--- src/rtl/msg_padder.sv ---
module msg_padder #(
  parameter int BYTES = 16
) (
  input  logic               clk,
  input  logic               rst_n,
  input  logic [7:0]         in_data,
  input  logic               in_valid,
  input  logic               in_last,
  input  logic               in_empty,
  output logic               in_ready,
  output logic [8*BYTES-1:0] out_data,
  output logic               out_valid,
  output logic               out_last,
  input  logic               out_ready
);
  localparam int W  = 8 * BYTES;
  localparam int CW = $clog2(BYTES) + 1;
  localparam logic [W-1:0] MARK = {8'h80, {(W-8){1'b0}}};

  logic [W-1:0]  acc, blk;
  logic [CW-1:0] cnt;
  logic          pend, ovalid, olast;

  wire           has_byte  = !in_empty;
  wire           accept    = in_valid && in_ready;
  wire           take_out  = ovalid && out_ready;
  wire [CW-1:0]  nxt       = cnt + CW'(has_byte);
  wire           full      = (nxt == CW'(BYTES));
  wire [W-1:0]   byte_at   = {in_data, {(W-8){1'b0}}} >> {cnt, 3'b000};
  wire [W-1:0]   mark_at   = MARK >> {nxt, 3'b000};
  wire [W-1:0]   with_byte = acc | (has_byte ? byte_at : '0);

  assign in_ready  = !ovalid && !pend;
  assign out_data  = blk;
  assign out_valid = ovalid;
  assign out_last  = olast;

  always_ff @(posedge clk) begin
    if (!rst_n) begin
      acc    <= '0;
      blk    <= '0;
      cnt    <= '0;
      pend   <= 1'b0;
      ovalid <= 1'b0;
      olast  <= 1'b0;
    end else begin
      if (take_out) begin
        if (pend) begin
          blk   <= MARK;
          olast <= 1'b1;
          pend  <= 1'b0;
        end else begin
          ovalid <= 1'b0;
        end
      end
      if (accept && (has_byte || in_last)) begin
        if (in_last) begin
          ovalid <= 1'b1;
          acc    <= '0;
          cnt    <= '0;
          if (full) begin
            blk   <= with_byte;
            olast <= 1'b0;
            pend  <= 1'b1;
          end else begin
            blk   <= with_byte | mark_at;
            olast <= 1'b1;
          end
        end else if (full) begin
          blk    <= with_byte;
          olast  <= 1'b0;
          ovalid <= 1'b1;
          acc    <= '0;
          cnt    <= '0;
        end else begin
          acc <= with_byte;
          cnt <= nxt;
        end
      end
    end
  end

  assert_hold_R8: assert property (@(posedge clk) disable iff (!rst_n)
    out_valid && !out_ready |=> out_valid && $stable(out_data) && $stable(out_last));

  assert_pend_shape_R4: assert property (@(posedge clk) disable iff (!rst_n)
    pend |-> out_valid && !out_last);

  assert_pad_block_R4: assert property (@(posedge clk) disable iff (!rst_n)
    take_out && pend |=> out_valid && out_last && out_data == MARK);

  assert_tail_byte_R3: assert property (@(posedge clk) disable iff (!rst_n)
    out_valid && out_last |-> (out_data[7:0] == 8'h80 || out_data[7:0] == 8'h00));

  assert_count_R2: assert property (@(posedge clk) disable iff (!rst_n)
    cnt < CW'(BYTES));

  assert_emit_R9: assert property (@(posedge clk) disable iff (!rst_n)
    accept && in_last |=> out_valid);

endmodule

--- config.mk ---
export PLATFORM = sky130hd
export DESIGN_NAME = msg_padder
export DESIGN_NICKNAME = d
export VERILOG_FILES = /design/src/rtl/msg_padder.sv
export SDC_FILE = /design/constraint.sdc
export NUM_CORES = 1
export LEC_CHECK = 0
export ABC_AREA = 0
export CAP_MARGIN = 10
export CELL_PAD_IN_SITES_DETAIL_PLACEMENT = 1
export CELL_PAD_IN_SITES_GLOBAL_PLACEMENT = 2
export CORE_MARGIN = 5
export CORE_UTILIZATION = 33
export DETAILED_ROUTE_END_ITERATION = 16
export GPL_TIMING_DRIVEN = 0
export PLACE_DENSITY_LB_ADDON = 0.1
export SLEW_MARGIN = 40
export SYNTH_ARGS = -nofsm -noshare
export SYNTH_HDL_FRONTEND = slang
export SYNTH_SLANG_ARGS = --single-unit
--- constraint.sdc ---
create_clock -name clk -period 3.7 [get_ports clk]
set_clock_uncertainty 0.1 [all_clocks]
set_input_delay 0.74 -clock clk [delete_from_list [all_inputs] [get_ports clk]]
set_output_delay 0.74 -clock clk [all_outputs]
set_load 0.02 [all_outputs]
* Yosys cells after proc, flatten, opt, wreduce, memory -nomap -nowiden *
Cells that the tools add are included.
W data, S select, Z words.

word-level totals
  bits in registers = 264
  bits of input ports = 14
  output and inout port bits = 131
  word-level logic and storage cells = 46

operators by class
  $add $sub $neg = 1
  eq/ne operators = 1
  shifts and indexed selects = 2
  bitwise logic cells = 2
  reduce and logical (&&, ||, !) cells = 8
  multiplexer cells = 26

operator list
  operator                   number
  $mux W128                  9
  $or A128 B128 Y128         2
  $shr A128 B8 Y128          1
  $shr A128 B8 Y128 const A  1
  $mux W1                    15
  $mux W5                    2
  $add A5 B1 Y5              1
  $eq A5 B5 Y1 const B       1
  $logic_and A1 B1 Y1        4
  $logic_not A1 Y1           3
  $logic_or A1 B1 Y1         1

* Longest topological paths before layout *
  depth in word-level cells = 7
  depth in mapped cells = 13
  depth with buffers taken out = 8

* Worst setup path before layout *
Ideal clock, no wire load.

  path type = input port to flip-flop
  from = input port in_empty
  to = register blk[74] (netlist: out_data[74])
  slack = 0.305 ns
  path buffers = 5
  required time = 3.468 ns
  setup time = 0.132 ns
  cell stages on the path = 13
  arrival = 3.163 ns
  path through = clkbuf_1 -> inv_1 -> ha_1 -> ha_1 -> buf_2 -> nor2b_1 -> or4_4 -> o31a_1 -> buf_6 -> buf_6 -> clkbuf_1 -> o211ai_1 -> a21oi_1

between the ends
  longest elaborated chain between the ends = 7
  elaborated cells between the ends (all ways) = 13
  those cells by class = add/sub (1); eq/ne (1); shift (1); mux (5); bitwise (2); reduce/logical (3)

ends and longest elaborated chain
  what                    line  text
  start: declaration      9     input logic in_empty,
  $logic_not A1 Y1        24    wire has_byte = !in_empty;
  $add A5 B1 Y5           27    wire [CW-1:0] nxt = cnt + CW'(has_byte);
  $shr A128 B8 Y128       30    wire [W-1:0] mark_at = MARK >> {nxt, 3'b000};
  $or A128 B128 Y128      66    blk <= with_byte | mark_at;
  $mux W128               61    if (full) begin
  $mux W128               57    if (in_last) begin
  $mux W128 (*)           56    if (accept && (has_byte || in_last)) begin
  end signal: assignment  62    blk <= with_byte;
  end signal: assignment  66
  end signal: assignment  70    blk <= with_byte;
  end: declaration        20    logic [W-1:0] acc, blk;

Mark *: on every way between the ends. The rest lies on a longest branch, timed or not.
A chain may end at the register's enable or synchronous reset.

* Final worst setup path *
  from = input port in_empty
  to = register acc[73]

between the ends
  longest elaborated chain between the ends = 5
  elaborated cells between the ends (all ways) = 9
  those cells by class = add/sub (1); eq/ne (1); mux (3); bitwise (1); reduce/logical (3)

ends and longest elaborated chain
  what                    line  text
  $logic_not A1 Y1        24
  $add A5 B1 Y5           27
  $eq A5 B5 Y1            28    wire full = (nxt == CW'(BYTES));
  $mux W128               69    end else if (full) begin
  $mux W128               57
  end signal: assignment  76    acc <= with_byte;
  end: declaration        20

Several ways; a longest one is shown, not always the timed one.

==> impl_metrics.env <==
export IMPL_dp_cells=1951
export IMPL_hold_viol_final=0
export IMPL_final_nets=1555
export IMPL_place_congestion=0.900
export IMPL_die_area_sq_um=37600
export IMPL_status="completed"
export IMPL_swShare_pct=24.8
export IMPL_synth_top_cell_area_share_pct=47.3
export IMPL_instances_no_fill=2005
export IMPL_cts_root_buf="clkbuf_16"
export IMPL_grt_max_degree=12
export IMPL_core_area_sq_um=33400
export IMPL_grt_busiest_layer="met2"
export IMPL_cts_tree="done"
export IMPL_slew_headroom_pct=47.2
export IMPL_antenna_found_initial=1
export IMPL_cp_max_fo=10
export IMPL_synth_async_reset_ratio_pct=0
export IMPL_fp_dieH_microns=194
export IMPL_internal_power_mw=4.92
export IMPL_synth_seq_cells=264
export IMPL_crit_path_end_kind="flop"
export IMPL_p_leak_nw=5.02
export IMPL_comb_power_share_pct=7.3
export IMPL_fp_row_count=67
export IMPL_max_freq_mhz=289
export IMPL_areaGrowthSynthToFinish_pct=27.8
export IMPL_use_met1_pct=31.4
export IMPL_slowest_stage="or4_4"
export IMPL_ant_nets=0
export IMPL_slew_viol_final=0
export IMPL_yosysSeqAreaShare_pct=47.3
export IMPL_synth_flop_cell="dfxtp_1"
export IMPL_firstDrtPassIters=5
export IMPL_start_kind="input port"
export IMPL_maxCapViolations=0
export IMPL_finalWirelength_mm=45.1
export IMPL_grt_pass1_wl_mm=69.9
export IMPL_crit_chain="clkbuf_2, inv_1, ha_1, ha_1, buf_2, nor2b_1, or4_4, nor3_2, or3_1, clkbuf_1, buf_2, buf_2, a21oi_1"
export IMPL_remaining_drc_errors=0
export IMPL_synthTopCellsByArea="dfxtp_1 47%, a21oi_1 13%, o211ai_1 7.7%"
export IMPL_synth_top_area_cell="dfxtp_1"
export IMPL_via_per_inst=5.48
export IMPL_cp_arrival_ns=3.74
export IMPL_grtUsageMet3_pct=3.08
export IMPL_min_period_ns=3.46
export IMPL_via_count=11000
export IMPL_synthesis_area_sq_um=11200
export IMPL_first_iter_violations=599
export IMPL_setup_viol=0
export IMPL_p_switching_mw=1.63
export IMPL_use_met2_pct=40.0
export IMPL_clockBufferDepth=3
export IMPL_synth_cells=1361
export IMPL_power_frac_clock_pct=48.8
export IMPL_rsz0062_at_grt="no"
export IMPL_grt_pass1_vias=11500
export IMPL_overflow=0
export IMPL_dp_hpwl_mm=31.2
export IMPL_post_synth_top_count_cell="a21oi_1"
export IMPL_cts_buffers=34
export IMPL_grtUsageTotal_pct=23.4
export IMPL_synth_edff_count=0
export IMPL_wire_per_inst_microns=22.5
export IMPL_post_route_period_util_pct=93.4
export IMPL_layout_drive_gt1_share_pct=7.13
export IMPL_fin_tns_setup_ns=0
export IMPL_synth_cell_type_count=50
export IMPL_power_density_nw_per_um2=459
export IMPL_portBuffers=142
export IMPL_clk_latency_ns=0.51
export IMPL_yosysWarnings=0
export IMPL_cts_hold_fix_buffers=0
export IMPL_ioPinCount=145
export IMPL_synth_area_per_cell_sq_um=8.21
export IMPL_synth_common_cells="301 x a21oi_1, 264 x dfxtp_1, 130 x nand2_1, 117 x clkbuf_1, 115 x o211ai_1"
export IMPL_cpPeakStageDelay_ns=0.48
export IMPL_ctsHtreeMaxLevel=2
export IMPL_cts_sinks=264
export IMPL_peakVddDrop_mv=0.248
export IMPL_worst_slew_pin_slew_ns=0.792
export IMPL_criticalPathCategory="input port to flop"
export IMPL_antenna_cells=0
export IMPL_hold_path_class="flop to flop"
export IMPL_clk_pin_slew_worst_paths_ns=0.05
export IMPL_required_ns=3.98
export IMPL_fp_dieW_microns=194
export IMPL_seqPwrFrac_pct=43.9
export IMPL_cp_common_cell="buf_2"
export IMPL_mappedNetlistNets=1377
export IMPL_start_util_pct=33.4
-- placed cells by master (no fill, tap or decap), drive strengths merged, types with 2 or more instances in the layout --
master / netlist / final
nor2b: 12 / 12
nor3: 16 / 16
o311a: 4 / 4
and3: 4 / 4
xnor2: 2 / 2
nor2: 79 / 79
nand3b: 3 / 3
o31a: 4 / 4
and2: 19 / 19
or3: 59 / 59
nand2: 130 / 130
a22oi: 4 / 4
clkdlybuf4s50: 0 / 142
a211o: 2 / 2
a32o: 4 / 4
o21ai: 9 / 9
o211ai: 115 / 115
clkbuf: 117 / 169
inv: 4 / 4
o31ai: 2 / 2
buf: 39 / 39
o22ai: 4 / 4
a21oi: 301 / 301
ha: 2 / 2
nand2b: 2 / 2
or4: 2 / 2
nor3b: 2 / 2
nand3: 68 / 68
a21boi: 6 / 6
a311oi: 3 / 3
dfxtp: 264 / 264
a31oi: 6 / 6
a21o: 62 / 62
-- cells by family after synthesis --
family                     count (synthesis)  share of synthesized area [%]
adders and majority gates                  2                          0.224
and+or+nand+nor                          401                           17.1
AOI/OAI and AO/OA                        532                           29.1
xor gates and xnor gates                   2                          0.157
buffers and inverters                    160                           6.08
DFF                                      264                           47.3
-- path summary, 6_finish.rpt --
| kind | start | endpoint | slack [ns] | cells after the start |
|---|---|---|---|---|
| worst max-delay path | in_empty | acc[73] | 0.24 | 13 |
| worst min-delay path | acc[54] | acc[54] | 0.35 | 2 |
| worst max register to register | cnt[0] | acc[73] | 0.31 | 9 |
| worst min register to register | acc[54] | acc[54] | 0.35 | 2 |
-- critical path: cells and delay by family --
kind,cells,cell delay [ns]
adder cells (fa/ha/maj),2,0.53
AND/OR/NAND/NOR,4,1.08
buffers and inverters,6,1.29
AO/OA/AOI/OAI,1,0.10
-- metal layers --
metal	vias to the layer above	part of all wire, %	routed length (microns)
met5	-	0	0
met4	0	2.5	1150
met3	68	3.6	1630
met2	234	47	21300
met1	5452	47	21000
li1	5229	-	-
-- power groups by stage --
stage	registers [mW]	clock network [mW]	logic, mW
after floorplan	2.94	0	0.245
after global placement	2.93	0	0.478
after detailed placement	2.93	0	0.480
after CTS	2.87	3.26	0.483
after global routing	2.87	3.39	0.516
final	2.87	3.19	0.481
-- per-stage QoR --
| step | setup WS [ns] | power, mW | cell area, sq um | hold WS, ns | utilization [%] |
|---|---|---|---|---|---|
| 6_report | 0.243 | 6.55 | 14300 | 0.350 | 42.7 |
| 2_1_floorplan | 0.305 | 3.18 | 11200 | 0.319 | - |
| 5_1_grt | 0.0784 | 6.77 | 14300 | 0.375 | 42.7 |
| 3_5_place_dp | -0.571 | 3.41 | 13200 | 0.343 | 39.4 |
| 3_3_place_gp | -0.536 | 3.41 | 13200 | 0.329 | 39.3 |
| 4_1_cts | 0.0164 | 6.61 | 14300 | 0.351 | 42.6 |
-- cell type report --
cell class                      count  area (sq um)
Buffer                            156           697
Clock buffer                       52          1020
Clock inverter                      2          35.0
Fill cell                        3938         19200
Inverter                            4          15.0
Multi-Input combinational cell    937          5240
Sequential cell                   264          5290
Tap cell                          448           561
Timing Repair Buffer              142          1420
-- what timing repair did --
| action | 4_1_cts | 5_1_grt |
|---|---|---|
| resized for setup | 3 | 15 |
| setup buffers | 0 | 0 |
| setup endpoints to repair | 37 | 142 |
| pin swaps | 0 | 0 |
-- sequential cells by signal, indices dropped and copies added, names as in the netlist --
register   count
out_valid      1
pend           1
out_last       1
cnt            5
acc          128
out_data     128
Power figures use the tool's default switching activity.
